**src/rtl/collector_pkg.sv**
```systemverilog
// Shared types and opcode-shape helpers for the byte collector.
// Assumes an 8-bit opcode map with two index-prefix codes.
package collector_pkg;

    typedef enum logic [1:0] {
        IDX_NONE = 2'd0,
        IDX_X    = 2'd1,
        IDX_Y    = 2'd2
    } idx_e;

    typedef enum logic [1:0] {
        ST_OPC  = 2'd0,
        ST_DISP = 2'd1,
        ST_IMLO = 2'd2,
        ST_IMHI = 2'd3
    } col_st_e;

    localparam logic [7:0] PFX_X    = 8'hDD;
    localparam logic [7:0] PFX_Y    = 8'hFD;
    localparam logic [7:0] OP_HALT  = 8'h76;
    localparam logic [2:0] MEM_CODE = 3'b110;

    // Number of immediate bytes following an opcode (0, 1 or 2).
    function automatic logic [1:0] imm_bytes(input logic [7:0] op);
        logic [1:0] n;
        n = 2'd0;
        if (op[7:6] == 2'b00 && op[3:0] == 4'b0001)
            n = 2'd2;
        else if (op == 8'h22 || op == 8'h2A || op == 8'h32 ||
                 op == 8'h3A || op == 8'hC3)
            n = 2'd2;
        else if (op[7:6] == 2'b00 && op[2:0] == MEM_CODE)
            n = 2'd1;
        else if (op == 8'h10 || op == 8'h18)
            n = 2'd1;
        return n;
    endfunction

    // True when an opcode addresses memory through the pointer code.
    function automatic logic names_mem(input logic [7:0] op);
        logic hit;
        case (op[7:6])
            2'b00:   hit = (op[5:3] == MEM_CODE) &&
                           (op[2:0] == 3'b100 || op[2:0] == 3'b101 ||
                            op[2:0] == 3'b110);
            2'b01:   hit = (op != OP_HALT) &&
                           (op[5:3] == MEM_CODE || op[2:0] == MEM_CODE);
            2'b10:   hit = (op[2:0] == MEM_CODE);
            default: hit = 1'b0;
        endcase
        return hit;
    endfunction

endpackage

```
**src/rtl/pfx_tracker.sv**
```systemverilog
// Pending index-prefix register.
// Assumes set and clear requests never arrive in the same cycle;
// a later prefix overwrites an earlier one.
module pfx_tracker
    import collector_pkg::*;
(
    input  logic clk,
    input  logic rst_n,
    input  logic set_x,
    input  logic set_y,
    input  logic clear,
    output idx_e pend
);

    // Hold the most recent prefix until its instruction completes.
    always_ff @(posedge clk) begin
        if (!rst_n)
            pend <= IDX_NONE;
        else if (set_x)
            pend <= IDX_X;
        else if (set_y)
            pend <= IDX_Y;
        else if (clear)
            pend <= IDX_NONE;
    end

endmodule

```
**src/rtl/op_classifier.sv**
```systemverilog
// Combinational sizing of an incoming opcode: whether a displacement
// byte follows and how many immediate bytes follow.
// Assumes the caller only uses the result on an opcode byte.
module op_classifier
    import collector_pkg::*;
(
    input  logic [7:0] op,
    input  logic       prefixed,
    output logic       need_disp,
    output logic [1:0] n_imm
);

    // Size the operand tail from the opcode pattern.
    always_comb begin
        need_disp = prefixed && names_mem(op);
        n_imm     = imm_bytes(op);
    end

endmodule

```
**src/rtl/byte_tally.sv**
```systemverilog
// Saturating byte counter for one instruction; publishes the total
// when the final byte is taken. Assumes finish implies bump.
module byte_tally #(
    parameter int LEN_W = 4
) (
    input  logic             clk,
    input  logic             rst_n,
    input  logic             bump,
    input  logic             finish,
    output logic [LEN_W-1:0] len_q
);

    localparam logic [LEN_W-1:0] LEN_MAX = {LEN_W{1'b1}};

    logic [LEN_W-1:0] cnt;
    logic [LEN_W-1:0] cnt_inc;

    // Saturating increment of the running count.
    always_comb cnt_inc = (cnt == LEN_MAX) ? cnt : cnt + 1'b1;

    // Count bytes; publish and restart at instruction end.
    always_ff @(posedge clk) begin
        if (!rst_n) begin
            cnt   <= '0;
            len_q <= '0;
        end else if (finish) begin
            cnt   <= '0;
            len_q <= cnt_inc;
        end else if (bump) begin
            cnt   <= cnt_inc;
        end
    end

endmodule

```
**src/rtl/prefixed_byte_collector.sv**
```systemverilog
// Instruction byte collector: absorbs index prefixes, takes the opcode,
// then a displacement and/or immediate bytes, and pulses instr_ready
// for one cycle with the decoded bundle. Assumes one byte per strobe
// and that the consumer samples the bundle in the ready cycle.
module prefixed_byte_collector
    import collector_pkg::*;
#(
    parameter int LEN_W = 4
) (
    input  logic             clk,
    input  logic             rst_n,
    input  logic             byte_valid,
    input  logic [7:0]       byte_in,
    output logic             instr_ready,
    output logic [LEN_W-1:0] instr_len,
    output logic [7:0]       opcode,
    output logic [1:0]       index_sel,
    output logic [2:0]       dst_reg,
    output logic [2:0]       src_reg,
    output logic [1:0]       pair_sel,
    output logic             is_move,
    output logic             is_halt,
    output logic             mem_indexed,
    output logic [15:0]      disp_ext,
    output logic [15:0]      imm
);

    col_st_e     st;
    idx_e        pend;
    idx_e        idx_q;
    logic [7:0]  op_q;
    logic [7:0]  disp_q;
    logic [15:0] imm_q;
    logic        mem_q;
    logic [1:0]  n_imm_q;
    logic        ready_q;

    logic        pfx_x, pfx_y, take_op, finish;
    logic        need_disp_c;
    logic [1:0]  n_imm_c;

    pfx_tracker u_pfx (
        .clk   (clk),
        .rst_n (rst_n),
        .set_x (pfx_x),
        .set_y (pfx_y),
        .clear (finish),
        .pend  (pend)
    );

    op_classifier u_cls (
        .op        (byte_in),
        .prefixed  (pend != IDX_NONE),
        .need_disp (need_disp_c),
        .n_imm     (n_imm_c)
    );

    byte_tally #(.LEN_W(LEN_W)) u_tally (
        .clk    (clk),
        .rst_n  (rst_n),
        .bump   (byte_valid),
        .finish (finish),
        .len_q  (instr_len)
    );

    // Classify the accepted byte and detect the final byte.
    always_comb begin
        pfx_x   = (st == ST_OPC) && byte_valid && (byte_in == PFX_X);
        pfx_y   = (st == ST_OPC) && byte_valid && (byte_in == PFX_Y);
        take_op = (st == ST_OPC) && byte_valid && !pfx_x && !pfx_y;
        case (st)
            ST_OPC:  finish = take_op && !need_disp_c && (n_imm_c == 2'd0);
            ST_DISP: finish = byte_valid && (n_imm_q == 2'd0);
            ST_IMLO: finish = byte_valid && (n_imm_q == 2'd1);
            default: finish = byte_valid;
        endcase
    end

    // Collection state machine and operand capture.
    always_ff @(posedge clk) begin
        if (!rst_n) begin
            st      <= ST_OPC;
            idx_q   <= IDX_NONE;
            op_q    <= '0;
            disp_q  <= '0;
            imm_q   <= '0;
            mem_q   <= 1'b0;
            n_imm_q <= '0;
        end else if (byte_valid) begin
            case (st)
                ST_OPC: if (take_op) begin
                    op_q    <= byte_in;
                    idx_q   <= pend;
                    disp_q  <= '0;
                    imm_q   <= '0;
                    mem_q   <= need_disp_c;
                    n_imm_q <= n_imm_c;
                    if (need_disp_c)
                        st <= ST_DISP;
                    else if (n_imm_c != 2'd0)
                        st <= ST_IMLO;
                end
                ST_DISP: begin
                    disp_q <= byte_in;
                    st     <= (n_imm_q != 2'd0) ? ST_IMLO : ST_OPC;
                end
                ST_IMLO: begin
                    imm_q[7:0] <= byte_in;
                    st         <= (n_imm_q == 2'd2) ? ST_IMHI : ST_OPC;
                end
                default: begin
                    imm_q[15:8] <= byte_in;
                    st          <= ST_OPC;
                end
            endcase
        end
    end

    // One-cycle ready pulse following the final byte.
    always_ff @(posedge clk) begin
        if (!rst_n)
            ready_q <= 1'b0;
        else
            ready_q <= finish;
    end

    // Field extraction from the held opcode and operands.
    always_comb begin
        instr_ready = ready_q;
        opcode      = op_q;
        index_sel   = idx_q;
        dst_reg     = op_q[5:3];
        src_reg     = op_q[2:0];
        pair_sel    = op_q[5:4];
        is_halt     = (op_q == OP_HALT);
        is_move     = (op_q[7:6] == 2'b01) && (op_q != OP_HALT);
        mem_indexed = mem_q;
        disp_ext    = {{8{disp_q[7]}}, disp_q};
        imm         = imm_q;
    end

endmodule

```
**config.mk**
```make
export PLATFORM = sky130hd
export DESIGN_NAME = prefixed_byte_collector
export DESIGN_NICKNAME = d
export VERILOG_FILES = /design/src/rtl/collector_pkg.sv /design/src/rtl/pfx_tracker.sv /design/src/rtl/op_classifier.sv /design/src/rtl/byte_tally.sv /design/src/rtl/prefixed_byte_collector.sv
export SDC_FILE = /design/constraint.sdc
export NUM_CORES = 1
export LEC_CHECK = 0
export ABC_AREA = 1
export BUFFER_PORTS_ARGS = -buffer_cell sky130_fd_sc_hd__buf_4
export CORE_AREA = 2 2 88 65
export CTS_CLUSTER_SIZE = 40
export DETAILED_ROUTE_END_ITERATION = 6
export DIE_AREA = 0 0 90 67
export MAX_ROUTING_LAYER = met4
export PLACE_DENSITY = 0.74
export SLEW_MARGIN = 5
export SYNTH_ARGS = -nofsm -noshare
export SYNTH_HDL_FRONTEND = slang
export SYNTH_SLANG_ARGS = --single-unit
```
**constraint.sdc**
```tcl
create_clock -name clk -period 2.1 [get_ports clk]
set_input_delay 0.21 -clock clk [delete_from_list [all_inputs] [get_ports clk]]
set_output_delay 0.21 -clock clk [all_outputs]
set_load 0.005 [all_outputs]
```
**Word-level counts from Yosys, hierarchy flattened**

Cells that the tools add are included.

- Input bits: 11
- Register bits: 50
- Output and inout bits: 58

- Mux-type cells: 21
- Bitwise logic cells: 2
- Reduce and logical (&&, ||, !) cells: 45
- Equality and inequality tests: 27
- Add/sub/neg operators: 1

Operator list:

| operator | number |
|---|---|
| $pmux W8 S2 | 3 |
| $eq A8 B6 Y1 const B | 4 |
| $eq A8 B8 Y1 const B | 3 |
| $mux W2 | 10 |
| $eq A8 B5 Y1 const B | 2 |
| $mux W16 | 1 |
| $ne A8 B7 Y1 const B | 2 |
| $logic_and A1 B1 Y1 | 15 |
| $reduce_and A3 Y1 | 5 |
| $eq A3 B3 Y1 const B | 4 |
| $reduce_bool A2 Y1 | 6 |
| $eq A2 B1 Y1 const B | 4 |
| $eq A8 B7 Y1 const B | 1 |
| $logic_not A2 Y1 | 4 |
| $logic_or A1 B1 Y1 | 8 |
| $mux W8 | 1 |
| $eq A2 B2 Y1 const B | 3 |
| $pmux W1 S3 | 2 |
| $pmux W2 S3 | 1 |
| $reduce_or A2 Y1 | 3 |
| $add A4 B1 Y4 const B | 1 |
| $eq A4 B1 Y1 const B | 1 |
| $eq A4 B4 Y1 const B | 1 |
| $mux W4 | 1 |
| other kinds (6) | 10 |

**Depth between registers and ports, before layout**

- Depth in word-level cells: 13
- Depth in mapped cells: 14

**Cells and area by module**

From an unflattened synthesis, not the netlist that was laid out.

- Cell total of the unflattened synthesis: 388
- Area, all modules: 2607.5 µm²

Modules (own cells, without submodules):

| module | seq. area each (µm²) | area an instance (µm²) | instances | cells an instance |
|---|---|---|---|---|
| prefixed_byte_collector | 800.8 | 1961.9 | 1 | 278 |
| byte_tally | 160.2 | 404.1 | 1 | 63 |
| op_classifier | 0.0 | 161.4 | 1 | 36 |
| pfx_tracker | 40.0 | 80.1 | 1 | 11 |

**Worst setup path before layout**

OpenSTA, ideal clock, no wires.

- Path type: register to register
- Start point: reg st[0]
- End point: reg imm_q[13], in the netlist imm[13]
- Arrival time: 1.508 ns
- Setup time: 0.135 ns
- Path slack: 0.458 ns
- Cell stages (with the launch flop): 9
- Data required time: 1.965 ns
- Cells stage by stage: dfxtp_1 -> inv_1 -> ha_1 -> clkinv_1 -> o21ai_4 -> or2_4 -> buf_8 -> nand3b_1 -> a21oi_2

- Word-level cells in the longest chain between the ends: 8
- Elaborated cells between the ends (all ways): 15
- Those cells by class: eq/ne: 3; mux: 1; bitwise: 1; reduce/logical: 10

Ends and longest elaborated chain:

| item | RTL line | source |
|---|---|---|
| start, declared | prefixed_byte_collector.sv:28 | `col_st_e st;` |
| start signal, assigned | prefixed_byte_collector.sv:105 | `st <= (n_imm_q != 2'd0) ? ST_IMLO : ST_OPC;` |
| start signal, assigned | prefixed_byte_collector.sv:109 | `st <= (n_imm_q == 2'd2) ? ST_IMHI : ST_OPC;` |
| $logic_not A2 Y1 | - |  |
| $logic_and A1 B1 Y1 | prefixed_byte_collector.sv:68, prefixed_byte_collector.sv:69, prefixed_byte_collector.sv:70 |  |
| $logic_and A1 B1 Y1 | prefixed_byte_collector.sv:68 | `pfx_x = (st == ST_OPC) && byte_valid && (byte_in == PFX_X);` |
| $logic_not A1 Y1 | prefixed_byte_collector.sv:70 | `take_op = (st == ST_OPC) && byte_valid && !pfx_x && !pfx_y;` |
| $logic_and A1 B1 Y1 (2 in series) | prefixed_byte_collector.sv:70 |  |
| $ne A2 B2 Y1 (no line) | - |  |
| $reduce_and A3 Y1 (no line) | - |  |
| end signal, assigned | prefixed_byte_collector.sv:112 | `imm_q[15:8] <= byte_in;` |
| end, declared | prefixed_byte_collector.sv:33 | `logic [15:0] imm_q;` |

Parallel ways exist; a longest one is shown, timed or not.
A chain may end at the register's enable or synchronous reset.

**Worst setup path after layout**

- Start point: reg st[0]
- End point: reg u_tally.len_q[1]

- Word-level cells in the longest chain between the ends: 9
- Elaborated cells between the ends (all ways): 13
- Those cells by class: eq/ne: 2; mux: 1; reduce/logical: 10

Ends and longest elaborated chain:

| item | RTL line | source |
|---|---|---|
| $logic_not A2 Y1 | - |  |
| $logic_and A1 B1 Y1 | prefixed_byte_collector.sv:68, prefixed_byte_collector.sv:69, prefixed_byte_collector.sv:70 |  |
| $logic_and A1 B1 Y1 | prefixed_byte_collector.sv:68 |  |
| $logic_not A1 Y1 | prefixed_byte_collector.sv:70 |  |
| $logic_and A1 B1 Y1 (2 in series) | prefixed_byte_collector.sv:70 |  |
| $logic_and A1 B1 Y1 (2 in series) | prefixed_byte_collector.sv:72 | `ST_OPC: finish = take_op && !need_disp_c && (n_imm_c == 2'd0);` |
| $pmux W1 S3 * | prefixed_byte_collector.sv:71 | `case (st)` |
| end signal, assigned | byte_tally.sv:28 | `len_q <= cnt_inc;` |
| end, declared | byte_tally.sv:10 | `output logic [LEN_W-1:0] len_q` |

Mark *: on every way between the ends. The rest lies on a longest branch, timed or not.

==> key figures <==
Worst setup path
  – Critical path type: flop to flop
  – CP Max Fanout: 9
  – Reg2Reg Depth: 12
  – Worst r2r dst: u_tally.len_q[1]$_SDFFE_PN0P_
  – Crit start category: flop
  – Crit end category: flop
  – Crit path DAT: 2.09 ns
  – Worst Path Required: 2.35 ns
  – Worst R2R Setup Slack: roughly 0.27 ns
  – Worst reg2reg startpoint: st[0]$_SDFFE_PN0P_

STA
  – Worst relative slew slack: 66.0%
  – RSZ-0062 raised after global routing: no
  – Worst Max-Slew Pin Slew: 0.509 ns
  – Max Slew Vio Count: 0
  – Final setup fails: 0
  – Final Hold Fails: 0
  – Fin Setup TNS: 0 ns
  – Max Freq: 545 MHz
  – Fin crit share: 87.3%
  – Tmin final: 1.83 ns
  – Worst Clk Skew: between 0.009 and 0.01 ns
  – Hold_ws: 0.221 ns

Route
  – Wirelength per Cell: 12.5 µm
  – Vias post-DR: 2,182
  – Number of vias per cell: 4.90
  – Total Routed Length: between 5000 and 6000 µm
  – Drt drc: 0
  – First-pass detailed-route iteration total: 4
  – Initial DRC Count: 123
  – Antenna-violating nets left: 0

Clocking
  – Clock Path Buffers: 2
  – CTS clk-pin slew, worst paths: approximately 0.10 ns
  – H-tree depth: 2
  – Hold_buf cts: 0
  – CTS resizes: 0
  – Clock latency on the worst-skew pair: 0.30 ns
  – CTS tree: yes
  – TritonCTS Buffers: 5
  – CTS Root Cell: clkbuf_8
  – # Post-CTS Setup Buffers: 0
  – Sink Count: 50

GRT
  – Number of global-route vias before repair: 1,946
  – M3 GR Usage: 3.96%
  – Largest net degree at the start of global routing: 30
  – Grt met1 use: 25.4%
  – Gr usage total: 19.2%
  – Antenna violations before repair: 0
  – Most Crowded Layer GR: met2
  – Total gr overflow: 0
  – Global routing usage on met2: 30.4%
  – Wire length of the first global-routing pass: 9060 µm

Placement
  – Gpl congestion: 0.838
  – DP HPWL: just over 4000 µm
  – Placed Area: 2890 µm²
  – PortBufs: 68

Floorplan
  – Core area: a little over 5000 µm²
  – Number of top-level pins: 69
  – Row count: 22
  – DIE HEIGHT: 67 µm
  – Die ar.: 6030 µm²
  – Chip Width: 90 µm
  – Initial Utilization: 48.1%

Layout
  – Final Cell Area: between 3000 and 4000 µm²
  – Storage cell area: 1000 µm²
  – Fillcell total: 480
  – Fin util: 59.2%
  – Fin nets: a little under 400
  – Number of diodes: 0
  – Share of cells above drive strength 1: approximately 30%
  – Layout area overhead: 23.0%
  – Footprint of the multi-input gates: 1170 µm²

Power and ir drop
  – VDD IR max: 0.446 mV
  – Power, Total: 2.07 mW
  – Pwr Density: 684 nW/µm²
  – LEAKAGE: 1.30 nW

Synth
  – Synth Register Bits: 50
  – Synthesized cell area: 2460 µm²
  – Top cell type's share of synthesized area: roughly two fifths
  – Synth area leaders: dfxtp_1 (41%), nand2_1 (11%), a21oi_1 (6.7%)
  – Synth Net Count: 339
  – Synth area leader: dfxtp_1
  – Distinct cell type count after synthesis: 30
  – Syn_area_per_cell: 7.63 µm²
  – YS warnings: 0
  – Register area share after synthesis: 40.6%
  – Syn Inst Count: 323

Flow run
  – Max cap viols: 0

Min path
  – Hold path endpoint: imm[3]$_SDFFE_PN0P_
  – Min-delay worst type: input pin to flop
  – Min-Delay Path Depth: 3
  – Hold Path Origin: byte_in[3]

Run status
  – Status: complete, no violations
-- state kept, by name, indices dropped and copies added (netlist names), 2 cells and up --
register	count
opcode	8
n_imm_q	2
index_sel	2
st	2
imm	16
disp_q	8
u_pfx.pend	2
u_tally.cnt	4
u_tally.len_q	4
-- cell type report --
class	instances	share of cell area, %
clock inverters	3	2.27
repair buffers	71	17.6
well taps	72	2.97
multi-input cells	218	38.6
clock buffers	5	2.27
flip-flops and latches	50	33.0
inverters	26	3.22
-- cells in the final DEF (no fill, tap or decap) --
cell       synthesis  layout
nor2_8             2       2
buf_4             18      71
o21bai_1           1       1
nand3b_1           9       9
bufinv_16          0       2
nand4_1            4       4
clkinv_4           0       1
nor2_1            19      19
ha_1               5       5
clkinv_1           1       1
inv_2              2       2
xnor2_1            2       2
o21ai_0           23      23
nor3_1             1       1
nor4_1             2       2
nand2_1           73      73
dfxtp_1           50      50
nand3_2            1       1
or2_4              1       1
a21oi_2            8       8
a21oi_1           33      33
inv_1             23      23
o21ai_4            1       1
clkbuf_8           0       5
nand2_4            1       1
nand2_2           11      11
nor2_4             2       2
nand3_1           15      15
nor2_2             4       4
-- worst max-delay path: stages, from the launching register on --
cell	delay, ns
dfxtp_1	0.34
inv_1	0.09
ha_1	0.20
nand2_1	0.10
inv_1	0.12
nand2_4	0.09
inv_2	0.17
nand2_1	0.08
o21bai_1	0.15
nand2_2	0.15
nor2_4	0.15
nand2_1	0.08
nand2_1	0.06
-- cells by family (layout without fill, tap and decap cells) --
group	Yosys count	count (layout)	share of synthesized area [%]
AO/OA/AOI/OAI	66	66	15.2
XOR/XNOR	2	2	0.711
adder cells (fa/ha/maj)	5	5	2.54
buffers and inverters	55	105	11.8
flip-flops	50	50	40.6
AND/OR/NAND/NOR	145	145	29.1
-- through the flow --
step           worst slack [ns]  instances
3_5_place_dp              0.276        437
3_3_place_gp              0.381        437
4_1_cts                   0.253        445
2_1_floorplan             0.458        323
5_1_grt                  0.0926        445
6_report                  0.267        445
-- synthesized netlist by cell type --
| cell type | count |
|---|---|
| a21oi_1 | 33 |
| a21oi_2 | 8 |
| buf_2 | 3 |
| buf_4 | 18 |
| buf_8 | 1 |
| clkbuf_1 | 5 |
| clkbuf_2 | 2 |
| clkinv_1 | 1 |
| dfxtp_1 | 50 |
| ha_1 | 5 |
| inv_1 | 23 |
| inv_2 | 2 |
| nand2_1 | 73 |
| nand2_2 | 11 |
| nand2_4 | 1 |
| nand3_1 | 15 |
| nand3_2 | 1 |
| nand3b_1 | 9 |
| nand4_1 | 4 |
| nor2_1 | 19 |
| nor2_2 | 4 |
| nor2_4 | 2 |
| nor2_8 | 2 |
| nor3_1 | 1 |
| nor4_1 | 2 |
| o21ai_0 | 23 |
| o21ai_4 | 1 |
| o21bai_1 | 1 |
| or2_4 | 1 |
| xnor2_1 | 2 |
-- report_power, final --
group / switching [mW] / total [mW] / leakage, nW / internal (mW)
clock: 0.316 / 0.793 / 0.0683 / 0.477
combinational: 0.162 / 0.278 / 0.820 / 0.116
sequential: 0.0231 / 1.00 / 0.407 / 0.980
-- routing by layer --
metal	vias to the layer above	wire length [µm]
met4	0	34
met5	-	0
met2	69	2330
met3	2	385
li1	1131	-
met1	980	2800
-- worst max path at each step --
stage	start	to	slack, ns	depth (start not counted)
after floorplan	st[0]$_SDFFE_PN0P_	imm[13]$_SDFFE_PN0P_	0.46	8
after global placement	st[0]$_SDFFE_PN0P_	u_tally.len_q[1]$_SDFFE_PN0P_	0.38	12
after detailed placement	st[0]$_SDFFE_PN0P_	u_tally.len_q[1]$_SDFFE_PN0P_	0.28	12
after CTS	st[0]$_SDFFE_PN0P_	u_tally.len_q[1]$_SDFFE_PN0P_	0.25	12
after global routing	st[0]$_SDFFE_PN0P_	u_tally.len_q[1]$_SDFFE_PN0P_	0.09	12
final	st[0]$_SDFFE_PN0P_	u_tally.len_q[1]$_SDFFE_PN0P_	0.27	12
Power figures use the tool's default switching activity.
